## config.mk

```make
export PLATFORM = sky130hd
export DESIGN_NAME = txdma_err_regs
export DESIGN_NICKNAME = d
export VERILOG_FILES = /design/src/rtl/txdma_err_pkg.sv /design/src/rtl/txdma_err_decode.sv /design/src/rtl/txdma_err_sticky.sv /design/src/rtl/txdma_err_status.sv /design/src/rtl/txdma_err_regs.sv
export SDC_FILE = /design/constraint.sdc
export NUM_CORES = 1
export LEC_CHECK = 0
export CAP_MARGIN = 30
export CORE_MARGIN = 2
export CORE_UTILIZATION = 31
export DETAILED_ROUTE_END_ITERATION = 8
export GPL_TIMING_DRIVEN = 0
export MAX_ROUTING_LAYER = met4
export PLACE_DENSITY = 0.79
export SLEW_MARGIN = 20
export SYNTH_ARGS = -nofsm -noshare
export SYNTH_HDL_FRONTEND = slang
export SYNTH_SLANG_ARGS = --single-unit
```

## constraint.sdc

```tcl
create_clock -name clk -period 2.2 [get_ports clk]
set_clock_uncertainty 0.05 [all_clocks]
set_input_delay 0.33 -clock clk [delete_from_list [all_inputs] [get_ports clk]]
set_output_delay 0.33 -clock clk [all_outputs]
set_load 0.05 [all_outputs]
```

## src/rtl/txdma_err_pkg.sv

```systemverilog
package txdma_err_pkg;
   localparam int WORD_W    = 32;
   localparam int MAX_CH    = 8;
   localparam int CREDIT_LO = 0;
   localparam int OVR_LO    = 9;
   localparam int LEN_BIT   = 30;
   localparam int ADDR_BIT  = 31;
   localparam int IDLE_LO   = 16;
   localparam int EMPTY_LO  = 24;

   function automatic logic [WORD_W-1:0] err_mask(input int nch);
      logic [WORD_W-1:0] m;
      m = '0;
      for (int c = 0; c < nch; c++) begin
         m[CREDIT_LO + c] = 1'b1;
         m[OVR_LO + c]    = 1'b1;
      end
      m[LEN_BIT]  = 1'b1;
      m[ADDR_BIT] = 1'b1;
      return m;
   endfunction
endpackage

```

## src/rtl/txdma_err_decode.sv

```systemverilog
module txdma_err_decode
   import txdma_err_pkg::*;
#(
   parameter int NUM_CH = 8
) (
   input  logic [NUM_CH-1:0] fifo_full_i,
   input  logic [NUM_CH-1:0] credit_zero_i,
   input  logic [NUM_CH-1:0] cmd_new_i,
   input  logic [NUM_CH-1:0] cmd_full_i,
   input  logic              len_err_i,
   input  logic              addr_err_i,
   output logic [WORD_W-1:0] set_o
);
   logic [NUM_CH-1:0] cred_hit;
   logic [NUM_CH-1:0] ovr_hit;

   for (genvar c = 0; c < NUM_CH; c++) begin : g_ch
      assign cred_hit[c] = fifo_full_i[c] & ~credit_zero_i[c];
      assign ovr_hit[c]  = cmd_new_i[c] & cmd_full_i[c];
   end

   always_comb begin
      set_o                       = '0;
      set_o[CREDIT_LO +: NUM_CH]  = cred_hit;
      set_o[OVR_LO +: NUM_CH]     = ovr_hit;
      set_o[LEN_BIT]              = len_err_i;
      set_o[ADDR_BIT]             = addr_err_i;
   end
endmodule

```

## src/rtl/txdma_err_sticky.sv

```systemverilog
module txdma_err_sticky
   import txdma_err_pkg::*;
#(
   parameter logic [WORD_W-1:0] IMPL_MASK = '1
) (
   input  logic              clk,
   input  logic              rst_n,
   input  logic [WORD_W-1:0] set_i,
   input  logic [WORD_W-1:0] clr_i,
   output logic [WORD_W-1:0] flags_o
);
   logic [WORD_W-1:0] flags_q;
   logic [WORD_W-1:0] flags_d;

   always_comb flags_d = ((flags_q & ~clr_i) | set_i) & IMPL_MASK;

   always_ff @(posedge clk or negedge rst_n) begin
      if (!rst_n) flags_q <= '0;
      else        flags_q <= flags_d;
   end

   assign flags_o = flags_q;

   AST_SET_WINS: assert property (@(posedge clk) disable iff (!rst_n)
      ((set_i & IMPL_MASK) != '0) |=> ((flags_q & $past(set_i & IMPL_MASK)) == $past(set_i & IMPL_MASK)));

   AST_FLAG_HOLDS: assert property (@(posedge clk) disable iff (!rst_n)
      1'b1 |=> ((flags_q & ($past(flags_q) & ~$past(clr_i))) == ($past(flags_q) & ~$past(clr_i))));

   AST_W1C_CLEARS: assert property (@(posedge clk) disable iff (!rst_n)
      ((clr_i & ~set_i) != '0) |=> ((flags_q & $past(clr_i & ~set_i)) == '0));
endmodule

```

## src/rtl/txdma_err_status.sv

```systemverilog
module txdma_err_status
   import txdma_err_pkg::*;
#(
   parameter int NUM_CH = 8,
   parameter bit STS_REG = 1'b1
) (
   input  logic              clk,
   input  logic              rst_n,
   input  logic [NUM_CH-1:0] bufs_empty_i,
   input  logic [NUM_CH-1:0] no_pend_i,
   output logic [WORD_W-1:0] sts_o
);
   logic [NUM_CH-1:0] empty_v;
   logic [NUM_CH-1:0] idle_v;

   if (STS_REG) begin : g_reg
      logic [NUM_CH-1:0] empty_q;
      logic [NUM_CH-1:0] idle_q;
      always_ff @(posedge clk or negedge rst_n) begin
         if (!rst_n) begin
            empty_q <= '0;
            idle_q  <= '0;
         end else begin
            empty_q <= bufs_empty_i;
            idle_q  <= no_pend_i;
         end
      end
      assign empty_v = empty_q;
      assign idle_v  = idle_q;

      AST_STS_FOLLOWS: assert property (@(posedge clk) disable iff (!rst_n)
         1'b1 |=> (sts_o[EMPTY_LO +: NUM_CH] == $past(bufs_empty_i)
                   && sts_o[IDLE_LO +: NUM_CH] == $past(no_pend_i)));
   end else begin : g_comb
      assign empty_v = bufs_empty_i;
      assign idle_v  = no_pend_i;
   end

   always_comb begin
      sts_o                      = '0;
      sts_o[EMPTY_LO +: NUM_CH]  = empty_v;
      sts_o[IDLE_LO +: NUM_CH]   = idle_v;
   end
endmodule

```

## src/rtl/txdma_err_regs.sv

```systemverilog
module txdma_err_regs
   import txdma_err_pkg::*;
#(
   parameter int NUM_CH  = 8,
   parameter int ADDR_W  = 2,
   parameter int ERR_IDX = 0,
   parameter int STS_IDX = 1,
   parameter bit STS_REG = 1'b1
) (
   input  logic              clk,
   input  logic              rst_n,
   input  logic [NUM_CH-1:0] fifo_full_i,
   input  logic [NUM_CH-1:0] credit_zero_i,
   input  logic [NUM_CH-1:0] cmd_new_i,
   input  logic [NUM_CH-1:0] cmd_full_i,
   input  logic [NUM_CH-1:0] bufs_empty_i,
   input  logic [NUM_CH-1:0] no_pend_i,
   input  logic              len_err_i,
   input  logic              addr_err_i,
   input  logic              wr_en_i,
   input  logic [ADDR_W-1:0] wr_addr_i,
   input  logic [31:0]       wr_data_i,
   input  logic [ADDR_W-1:0] rd_addr_i,
   output logic [31:0]       rd_data_o,
   output logic              err_irq_o
);
   localparam logic [WORD_W-1:0] ERR_MASK = err_mask(NUM_CH);
   localparam logic [ADDR_W-1:0] ERR_A    = ADDR_W'(ERR_IDX);
   localparam logic [ADDR_W-1:0] STS_A    = ADDR_W'(STS_IDX);

   if (NUM_CH < 1 || NUM_CH > MAX_CH) begin : g_bad_ch
      $error("NUM_CH must lie between 1 and 8");
   end
   if (ERR_IDX == STS_IDX) begin : g_bad_map
      $error("error and status words need distinct indices");
   end
   if (ERR_IDX >= (1 << ADDR_W) || STS_IDX >= (1 << ADDR_W)) begin : g_bad_addr
      $error("word index exceeds address range");
   end

   logic [WORD_W-1:0] set_vec;
   logic [WORD_W-1:0] clr_vec;
   logic [WORD_W-1:0] flags;
   logic [WORD_W-1:0] sts_word;

   txdma_err_decode #(.NUM_CH(NUM_CH)) u_decode (
      .fifo_full_i  (fifo_full_i),
      .credit_zero_i(credit_zero_i),
      .cmd_new_i    (cmd_new_i),
      .cmd_full_i   (cmd_full_i),
      .len_err_i    (len_err_i),
      .addr_err_i   (addr_err_i),
      .set_o        (set_vec)
   );

   always_comb clr_vec = (wr_en_i && wr_addr_i == ERR_A) ? wr_data_i : '0;

   txdma_err_sticky #(.IMPL_MASK(ERR_MASK)) u_sticky (
      .clk    (clk),
      .rst_n  (rst_n),
      .set_i  (set_vec),
      .clr_i  (clr_vec),
      .flags_o(flags)
   );

   txdma_err_status #(.NUM_CH(NUM_CH), .STS_REG(STS_REG)) u_status (
      .clk         (clk),
      .rst_n       (rst_n),
      .bufs_empty_i(bufs_empty_i),
      .no_pend_i   (no_pend_i),
      .sts_o       (sts_word)
   );

   always_comb begin
      if (rd_addr_i == ERR_A)      rd_data_o = flags;
      else if (rd_addr_i == STS_A) rd_data_o = sts_word;
      else                         rd_data_o = '0;
   end

   assign err_irq_o = |flags;

   AST_IRQ_AGREES: assert property (@(posedge clk) disable iff (!rst_n)
      (rd_addr_i == ERR_A) |-> (err_irq_o == (rd_data_o != '0)));

   AST_RSVD_ZERO: assert property (@(posedge clk) disable iff (!rst_n)
      (rd_addr_i == ERR_A) |-> ((rd_data_o & ~ERR_MASK) == '0));
endmodule

```

# Word-level counts from Yosys, hierarchy flattened
# Cells that the tools add are included.
word_totals:
  reg_bits: 34
  output_inout_bits: 33
  inputBits: 89
classes:
  n_bitwise: 27
  n_eq_ne: 1
  reduce_logical: 4
  mux: 3
op_table:
  columns: ["op", "n"]
  rows:
  - ["2-to-1 mux 32 bit", 3]
  - ["AND 32 bit", 1]
  - ["inverter 32 bit", 1]
  - ["bitwise OR 32 bit", 1]
  - ["OR reduction 18 bit", 1]
  - ["AND 1 bit", 16]
  - ["inverter 1 bit", 8]
  - ["logical NOT 2 bit", 2]
  - ["== test 2 x 1 -> 1 bit (second input constant)", 1]
  - ["logical AND 1 bit", 1]

# Longest topological paths before layout
# Gate-level depths: netlist of run 1.
depth:
  ltp_word: 6
  mapped_depth: 4

# Hierarchy
# Synthesis of run 1 repeated with hierarchy kept, for this count alone.
unflattened:
  cells_unflattened: 253
  hier_area_um2: 2391.0
by_module_without_submodules:
  columns: ["mod", "cells_per_inst", "area_per_inst_um2", "instances", "seq_area_each_um2"]
  rows:
  - ["txdma_err_regs", 118, 820.8, 1, 0.0]
  - ["txdma_err_sticky", 69, 762.0, 1, 450.4]
  - ["txdma_err_status", 33, 524.3, 1, 400.4]
  - ["txdma_err_decode", 33, 284.0, 1, 0.0]

# Worst setup path after synthesis of run 1
# No wires, ideal clock.
synth_timing:
  kind: "register to output"
  startpoint: "register u_sticky.flags_q[14] (netlist: u_sticky.flags_o[14])"
  endpoint: "output err_irq_o"
  path_stages_with_launch: 3
  setup_slack_ps: 240
  required_ps: 1820
  arrival_ps: 1580
  path_cell_list: "dfrtp_1 > or4_1 > or4_1"
synth_via:
  elab_chain_len: 1
synth_lines:
  columns: ["element", "line", "text"]
  rows:
  - ["from (decl)", "txdma_err_sticky.sv:12", "logic [WORD_W-1:0] flags_q;"]
  - ["from (signal assigned)", "txdma_err_sticky.sv:19", "else flags_q <= flags_d;"]
  - ["OR reduction 18 bit", "txdma_err_regs.sv:80", "assign err_irq_o = |flags;"]
  - ["to (decl)", "txdma_err_regs.sv:25", "output logic err_irq_o"]
# No other way between the ends.

# Final worst setup path of run 1
layout_timing:
  startpoint: "register u_sticky.flags_q[11] (netlist: u_sticky.flags_o[11])"
  endpoint: "output err_irq_o"
# The elaborated chain is that of the path after synthesis.

==> flow_summary.toml, run 1 <==
[layout]
fin_nets = 329
instances_no_fill = 293
post_route_cell_area_um2 = 2600
antennaDiodeCount = 0
post_route_cells_drive_above_1_share_pct = 19.1
post-route-util_pct = 59.4
layout.filler_cells = 401
syn2layout_area_growth_pct = 84.4

[power_and_ir_drop]
worst_ir_drop_vdd_mv = 0.302
switching_power_mw = 0.448
clock_power_share_pct = 33.6
p_int_mw = 1.19
leakage_nw = 1.19
power.switching_fraction_pct = 27.3
cellPowerDensity_nw_per_um2 = 631
p_seq_share_pct = 42.8
comb_power_share_pct = 23.6

[global_routing]
first_global_vias = 1309
global_route_usage_over_all_layers_pct = 16.0
grt_overflow = 0
grt_start_max_net_pins = 35
grt_antenna_before_repair = 0
grt_first_pass_wirelength_um = 6020

[timing]
rsz0062_at_grt = "yes"
timing_hold_violations_final = 0
fin_tns_setup_ns = 0
finalCritPeriodShare_pct = 97.7
final-setup-viol-count = 0
finalCriticalPeriod_ns = 2.15
maxClockFrequency_mhz = 465
worst_tran_pin_value_ns = 0.751
slew_violations = 0
slew_headroom_pct = 49.9

[floorplanning]
start_util_pct = 32.2
die_w_um = 71.5
dieHeight_um = 71.5
core.rowCount = 24
io_pins = 122
floorplan.core_area_um2 = 4380
design.die.area_um2 = 5110

[yosys]
synth.most_common_cell = "dfrtp_1"
synth_top_family_by_area = "simple AND/OR/NAND/NOR gates"
synthMuxAreaShare_pct = 2.13
synth_compound_gate_area_share_pct = 11.1
syn_nets = 216
synth_ff_type = "dfrtp_1"
synth-adder-area-share_pct = 0
synth.top_cells.by_area = "dfrtp_1 60%, and2_1 12%, a22o_1 9.3%"
ys_ff_latch = 34
yosys.area_share.xor_xnor_pct = 0
synthSimpleGateAreaFrac_pct = 22.4
syn-cell-area_um2 = 1410
yosys.area.top_type_share_pct = 60.3
post_synth_edffs = 0
synth_seq_area_share_pct = 60.3
yosysUniqueCellTypes = 19
syn_inst = 127
yosysTopAreaCell = "dfrtp_1"
post_synthesis_area_per_instance_um2 = 11.1
ys_top_cells_by_count = "34 x dfrtp_1, 27 x and2_1, 18 x nand2_1, 15 x a22o_1, 8 x inv_1"
yosysWarnings = 0
synthArstFlopShare_pct = 100

[critical_path]
crit_arrival_ns = 1.77
crit_path_start_kind = "register"
reg2reg_setup_slack_ns = 1.32
critPathMaxFanout = 3
reg2reg_to = "u_sticky.flags_o[14]$_DFF_PN0_"
worst_reg_to_reg_path_cell_count = 2
crit_type = "reg2out"
critPathCaptureType = "primary output"
cp_data_required_time_ns = 1.82
crit-reg2reg-launch = "u_sticky.flags_o[14]$_DFF_PN0_"

[cts]
cts-hold-fix-buffers = 0
clk_root_buffer_cell = "clkbuf_8"
htree_num_levels = 2
sinks_on_clock_net = 34
cts_made_buffers = 5
cts_buffer_depth = 2
cts_tree = "yes"
clk_latency_ns = 0.28
clkSlewWorstSetupHoldPaths_ns = 0.07

[route]
drt_first_pass_iters = 4
route.antenna.remaining_nets = 0
route.vias.total = 1357
wl_per_cell_um = 13.3
totalWireLength_um = 3880
drc = 0
vias_per_cell = 4.63
drt_iter0_markers = 36

[placement]
dp.cells = 284
buffer_ports.inserted = 105
place.detailed.hpwl_um = 3070
detailed_place.area_um2 = 2520
globalplace.congestion = 0.711

[worst_hold_path]
worst_hold_path_type = "in2async"

[status]
run_status = "finished clean"

[run]
cap_violations = 0
## metal layers
metal	share of wire, %	global-route usage (%)	wire length, µm
met3	12	6.89	451
met4	1.3	5.24	51
met2	50	25.7	1940
met5	0	-	0
met1	37	17.9	1440
## registers in the layout (all words and copies together) (netlist names)
name	flops
u_status.g_reg.idle_q	8
u_status.empty_v	8
u_sticky.flags_o	18
## cell families after synthesis
kind of cell,after synthesis
AND/OR/NAND/NOR,58
flip-flops,34
AO/OA/AOI/OAI,18
buffers and inverters,13
multiplexers,3
other,1
## worst max path at each step
stage | startpoint | to | slack (ns) | cells past startpoint
finish | u_sticky.flags_o[11]$_DFF_PN0_ | err_irq_o | 0.05 | 4
global route | u_sticky.flags_o[11]$_DFF_PN0_ | err_irq_o | -0.04 | 4
CTS | rd_addr_i[1] | rd_data_o[31] | -0.009 | 3
detailed placement | rd_addr_i[1] | rd_data_o[13] | -0.77 | 5
global placement | rd_addr_i[1] | rd_data_o[14] | -0.73 | 5
floorplan | u_sticky.flags_o[14]$_DFF_PN0_ | err_irq_o | 0.24 | 2
## repair_timing
action | 4_1_cts | 5_1_grt
buffers inserted | 1 | 0
setup endpoints to repair | 29 | 26
gates resized for setup | 113 | 33
pin swaps | 1 | 1
## final cells by class
type	instances	area (µm²)	area share, %
well taps	52	65.1	2.50
clock inverters	3	40.0	1.54
plain buffers	5	26.3	1.01
flip-flops and latches	34	852	32.7
clock buffers	5	68.8	2.64
inverters	8	30.0	1.15
repair buffers	106	972	37.4
multi-input cells	80	548	21.1
## power by group through the flow
stage / logic (mW) / registers [mW] / clock network, mW
after global routing: 0.412 / 0.708 / 0.599
after detailed placement: 0.405 / 0.709 / 0
after global placement: 0.401 / 0.707 / 0
after floorplan: 0.189 / 0.697 / 0
final: 0.387 / 0.703 / 0.551
after CTS: 0.390 / 0.698 / 0.571
## through the flow
| step | setup WS (ns) | hold WS (ns) | total power [mW] |
|---|---|---|---|
| 3_3_place_gp | -0.734 | 0.451 | 1.11 |
| 2_1_floorplan | 0.240 | -0.0156 | 0.886 |
| 5_1_grt | -0.0423 | 0.120 | 1.72 |
| 6_report | 0.0504 | 0.0653 | 1.64 |
| 4_1_cts | -0.00935 | 0.0864 | 1.66 |
| 3_5_place_dp | -0.771 | 0.396 | 1.11 |
## layout by cell type (no fill, tap or decap), drive strengths merged
| cell type | synthesis | layout |
|---|---|---|
| dfrtp | 34 | 34 |
| buf | 2 | 18 |
| bufinv | 0 | 1 |
| nor2b | 1 | 1 |
| nand2 | 18 | 18 |
| inv | 8 | 8 |
| nor4 | 3 | 3 |
| and2 | 28 | 28 |
| nand3 | 1 | 1 |
| or4 | 2 | 2 |
| nor3b | 1 | 1 |
| dlymetal6s2s | 0 | 2 |
| mux2i | 3 | 3 |
| nor2 | 4 | 4 |
| a21o | 2 | 2 |
| clkinv | 0 | 2 |
| clkbuf | 3 | 16 |
| conb | 1 | 1 |
| clkdlybuf4s50 | 0 | 72 |
| a22o | 16 | 16 |
| dlygate4sd2 | 0 | 2 |
| clkdlybuf4s15 | 0 | 6 |
## worst max-delay path, cell delays in order, from the launching register on
cell and delay, ns:
dfrtp_1 0.41, nor4_2 0.32, nand3_1 0.11, or4_4 0.48, buf_6 0.17
Power figures use the tool's default switching activity.
==> inputs of run 2 (changes only) <==
--- a/config.mk
+++ b/config.mk
@@ -12,7 +12,7 @@
 export GPL_TIMING_DRIVEN = 0
 export MAX_ROUTING_LAYER = met4
 export PLACE_DENSITY = 0.79
-export SLEW_MARGIN = 20
+export SLEW_MARGIN = 25
 export SYNTH_ARGS = -nofsm -noshare
 export SYNTH_HDL_FRONTEND = slang
 export SYNTH_SLANG_ARGS = --single-unit
==> flow_summary.toml, run 2 (synthesis results as in run 1) <==
[status]
run_status = "finished clean"

[route]
wl_per_cell_um = 13.1
route.antenna.remaining_nets = 0
drt_first_pass_iters = 4
vias_per_cell = 4.54
route.vias.total = 1340
totalWireLength_um = 3860
drc = 0
drt_iter0_markers = 44

[layout]
post-route-util_pct = 59.7
antennaDiodeCount = 0
most-common-layout-cells = "72 x clkdlybuf4s50_1, 34 x dfrtp_1, 27 x and2_1"
post_route_cells_drive_above_1_share_pct = 19.8
syn2layout_area_growth_pct = 85.4
instances_no_fill = 295
post_route_cell_area_um2 = 2620
largest_register_ff_count = 18
layout.filler_cells = 403
mostFrequentLayoutCell = "clkdlybuf4s50_1"
layout.area.seq_um2 = 851
multi_input_comb_area_um2 = 542
fin_nets = 331

[critical_path]
crit_path_start = "u_sticky.flags_o[6]$_DFF_PN0_"
crit-reg2reg-launch = "u_sticky.flags_o[14]$_DFF_PN0_"
crit_path_cell_trace = "nor4_1 > nand3_1 > or4_4 > buf_6"
crit_type = "reg2out"
crit_arrival_ns = 1.76
cp_data_required_time_ns = 1.82
crit_slowest_cell = "or4_4"
critPathMaxFanout = 3
delay_of_the_slowest_cell_on_the_worst_path_ns = 0.48
critPathCaptureType = "primary output"
crit_path_start_kind = "register"

[cts]
sinks_on_clock_net = 34
clkSlewWorstSetupHoldPaths_ns = 0.07
cts_made_buffers = 5
clk_latency_ns = 0.28
cts_buffer_depth = 2
htree_num_levels = 2
clk_root_buffer_cell = "clkbuf_8"
cts_tree = "yes"

[floorplanning]
io_pins = 122
core.rowCount = 24
floorplan.core_area_um2 = 4380
dieHeight_um = 71.5
start_util_pct = 32.2
design.die.area_um2 = 5110
die_w_um = 71.5

[global_routing]
global_route_usage_over_all_layers_pct = 16.4
grt_antenna_before_repair = 0
grt_first_pass_wirelength_um = 6160
grt_overflow = 0
first_global_vias = 1368
grt_start_max_net_pins = 19

[timing]
maxClockFrequency_mhz = 468
rsz0062_at_grt = "yes"
final-setup-viol-count = 0
finalCriticalPeriod_ns = 2.14
slew_headroom_pct = 65.0
timing_hold_violations_final = 0
worst_tran_pin_value_ns = 0.524
fin_tns_setup_ns = 0
slew_violations = 0
hold_ws_ns = 0.432
worst_slack_ns = 0.0620
finalCritPeriodShare_pct = 97.2

[placement]
place_worst_setup_slack_ns = -0.747
globalplace.congestion = 0.711
dp.cells = 285
buffer_ports.inserted = 105
place.detailed.hpwl_um = 3150
detailed_place.area_um2 = 2550

[worst_hold_path]
worstHoldStart = "no_pend_i[0]"
worst_hold_path_type = "in2reg"

[power_and_ir_drop]
report.power.total_mw = 1.65
cellPowerDensity_nw_per_um2 = 630
worst_ir_drop_vdd_mv = 0.337
leakage_nw = 1.21

[run]
cap_violations = 0
-- run 2: routing by layer --
metal	share of wire (%)	track usage, %
met2	50	27.1
met1	37	18.0
met4	1.5	5.66
met5	0	-
met3	11	6.75
-- run 2: layout make-up --
| cell class | instances | share of cell area (%) |
|---|---|---|
| repair buffers | 108 | 38.0 |
| clock inverters | 3 | 1.53 |
| flip-flops and latches | 34 | 32.5 |
| clock buffers | 5 | 2.63 |
| well taps | 52 | 2.49 |
| multi-input cells | 80 | 20.7 |
| inverters | 8 | 1.15 |
| plain buffers | 5 | 1.00 |
-- run 2: path summary, 6_finish.rpt --
kind,cells after the start,endpoint,slack (ns)
min in group asynchronous,2,u_status.empty_v[1]$_DFF_PN0_,0.47
max in group asynchronous,3,u_sticky.flags_o[30]$_DFF_PN0_,1.19
min reg2reg,1,u_sticky.flags_o[13]$_DFF_PN0_,0.46
max,4,err_irq_o,0.06
max reg2reg,2,u_sticky.flags_o[14]$_DFF_PN0_,1.31
min,1,u_status.g_reg.idle_q[0]$_DFF_PN0_,0.43
-- run 2: timing repair --
item                                    in CTS  in global routing
resized for setup                           86                 60
hold buffers                                 1                  0
endpoints found under the setup margin      29                 31
pin swaps                                    1                  0
setup buffers                                1                  0
endpoints found under the hold margin       16                  0
-- run 2: report_power, final --
part	internal [mW]	switching, mW
Clock	0.333	0.223
Combinational	0.195	0.197
Sequential	0.669	0.0324
Total	1.20	0.452
-- run 2: critical path, delay by kind of cell, from the launching register on --
family / cells / cell delay (ns)
buffers and inverters: 1 / 0.17
AND/OR/NAND/NOR: 3 / 0.91
flip-flops: 1 / 0.40
==> inputs of run 3 (changes only) <==
--- a/config.mk
+++ b/config.mk
@@ -5,13 +5,14 @@
 export SDC_FILE = /design/constraint.sdc
 export NUM_CORES = 1
 export LEC_CHECK = 0
+export ABC_AREA = 1
 export CAP_MARGIN = 30
 export CORE_MARGIN = 2
-export CORE_UTILIZATION = 31
+export CORE_UTILIZATION = 34
 export DETAILED_ROUTE_END_ITERATION = 8
 export GPL_TIMING_DRIVEN = 0
 export MAX_ROUTING_LAYER = met4
-export PLACE_DENSITY = 0.79
+export PLACE_DENSITY = 0.8
 export SLEW_MARGIN = 25
 export SYNTH_ARGS = -nofsm -noshare
 export SYNTH_HDL_FRONTEND = slang
==> flow_summary.toml, run 3 <==
[cts]
cts_tree = "yes"
clk_root_buffer_cell = "clkbuf_8"
cts_made_buffers = 5
clkSlewWorstSetupHoldPaths_ns = 0.07
sinks_on_clock_net = 34
htree_num_levels = 2
cts_buffer_depth = 2
clk_latency_ns = 0.28

[yosys]
post_synth_edffs = 0
yosysUniqueCellTypes = 13
syn-cell-area_um2 = 1650
post_synthesis_area_per_instance_um2 = 8.03
synth_seq_area_share_pct = 51.7
syn_inst = 205
ys_ff_latch = 34
ys_top_cells_by_count = "55 x nand2_1, 42 x inv_1, 34 x dfrtp_1, 27 x nor2_1, 24 x nand3_1"
yosys.area.top_type_share_pct = 51.7
syn_nets = 294
synth.most_common_cell = "nand2_1"
yosysTopAreaCell = "dfrtp_1"
yosysWarnings = 0
synth_ff_type = "dfrtp_1"
synth.top_cells.by_area = "dfrtp_1 52%, nand2_1 13%, inv_1 9.6%"
synthArstFlopShare_pct = 100

[route]
totalWireLength_um = 4240
drt_first_pass_iters = 4
drc = 0
vias_per_cell = 4.32
drt_iter0_markers = 72
wl_per_cell_um = 11.3
route.antenna.remaining_nets = 0
route.vias.total = 1617

[global_routing]
global_route_usage_over_all_layers_pct = 17.3
grt_first_pass_wirelength_um = 6790
grt_antenna_before_repair = 0
first_global_vias = 1563
grt_start_max_net_pins = 19
grt_overflow = 0

[floorplanning]
io_pins = 122
core.rowCount = 25
floorplan.core_area_um2 = 4690
start_util_pct = 35.1
design.die.area_um2 = 5420
dieHeight_um = 73.6
die_w_um = 73.6

[critical_path]
crit_type = "in2out"
cp_data_required_time_ns = 1.82
crit_path_start_kind = "input pin"
crit_arrival_ns = 1.74
critPathMaxFanout = 9
critPathCaptureType = "primary output"
worst_reg_to_reg_path_cell_count = 2

[power_and_ir_drop]
cellPowerDensity_nw_per_um2 = 579
leakage_nw = 1.48
worst_ir_drop_vdd_mv = 0.262

[run]
cap_violations = 0

[worst_hold_path]
worst_hold_path_type = "in2reg"
whs_path_depth = 4

[timing]
finalCritPeriodShare_pct = 96.3
worst_slack_ns = 0.0810
slew_violations = 0
worst_tran_pin_value_ns = 0.504
final-setup-viol-count = 0
slew_headroom_pct = 66.4
rsz0062_at_grt = "no"
timing_hold_violations_final = 0
maxClockFrequency_mhz = 472
finalCriticalPeriod_ns = 2.12

[layout]
post-route-util_pct = 59.0
layout.area.seq_um2 = 851
mostFrequentLayoutCell = "clkdlybuf4s50_1"
multi_input_comb_area_um2 = 577
fin_nets = 408
most-common-layout-cells = "72 x clkdlybuf4s50_1, 55 x nand2_1, 42 x inv_1"
largest_register_ff_count = 18
antennaDiodeCount = 0
post_route_cells_drive_above_1_share_pct = 17.2
post_route_cell_area_um2 = 2770
layout.filler_cells = 419
syn2layout_area_growth_pct = 68.0

[status]
run_status = "finished clean"

[placement]
detailed_place.area_um2 = 2790
buffer_ports.inserted = 105
place.detailed.hpwl_um = 3390
globalplace.congestion = 0.690
place_worst_setup_slack_ns = -0.441
==> run 3: cell type report <==
| class | instances | share of cell area [%] |
|---|---|---|
| Tap cell | 54 | 2.44 |
| Clock inverter | 1 | 0.181 |
| Timing Repair Buffer | 107 | 34.7 |
| Multi-Input combinational cell | 122 | 20.9 |
| Sequential cell | 34 | 30.8 |
| Buffer | 7 | 2.22 |
| Inverter | 42 | 5.70 |
| Clock buffer | 7 | 3.12 |
==> run 3: worst max-delay path: stages <==
cell and delay (ns):
clkdlybuf4s50_1 0.47, or2_1 0.24, buf_6 0.15, o21ai_0 0.15, clkdlybuf4s15_2 0.40
==> run 3: through the flow <==
step	total power, mW	setup TNS, ns	std cells	hold WS [ns]
finish	1.60	0	374	0.371
global placement	1.16	-9.18	364	0.407
global route	1.68	0	374	0.380
floorplan	0.935	0	205	-0.0156
CTS	1.63	0	374	0.366
detailed placement	1.17	-10.01	365	0.252
==> run 3: cells by family after synthesis <==
group,synth area share [%]
AND/OR/NAND/NOR,33.9
buffers and inverters,13.3
flip-flops,51.7
AO/OA/AOI/OAI,0.912
other,0.228
==> run 3: power breakdown <==
group	internal, mW	switching (mW)
sequential	0.669	0.0237
combinational	0.192	0.244
clock	0.252	0.220
==> run 3: metal layers <==
| metal | vias up | routed length [µm] | GRT usage [%] |
|---|---|---|---|
| met5 | - | 0 | - |
| met3 | 5 | 391 | 4.80 |
| met4 | 0 | 48 | 6.06 |
| met2 | 68 | 2150 | 29.9 |
| li1 | 823 | - | - |
| met1 | 721 | 1660 | 19.0 |
==> run 3: worst paths after layout <==
path,start,endpoint,slack [ns]
worst max-delay path,rd_addr_i[0],rd_data_o[30],0.08
worst min-delay path,wr_en_i,u_sticky.flags_o[1]$_DFF_PN0_,0.37
worst max register to register,u_sticky.flags_o[15]$_DFF_PN0_,u_sticky.flags_o[15]$_DFF_PN0_,1.52
worst min register to register,u_sticky.flags_o[6]$_DFF_PN0_,u_sticky.flags_o[6]$_DFF_PN0_,0.42
max in group asynchronous,rst_n,u_status.empty_v[0]$_DFF_PN0_,1.18
min in group asynchronous,rst_n,u_status.g_reg.idle_q[2]$_DFF_PN0_,0.48
==> run 3: timing repair <==
action                     CTS  global route
buffers inserted             0             0
hold endpoints to repair    17             0
gates resized for setup     72            41
hold buffers                 1             0
pin swaps                    0             0
setup endpoints to repair   31            26
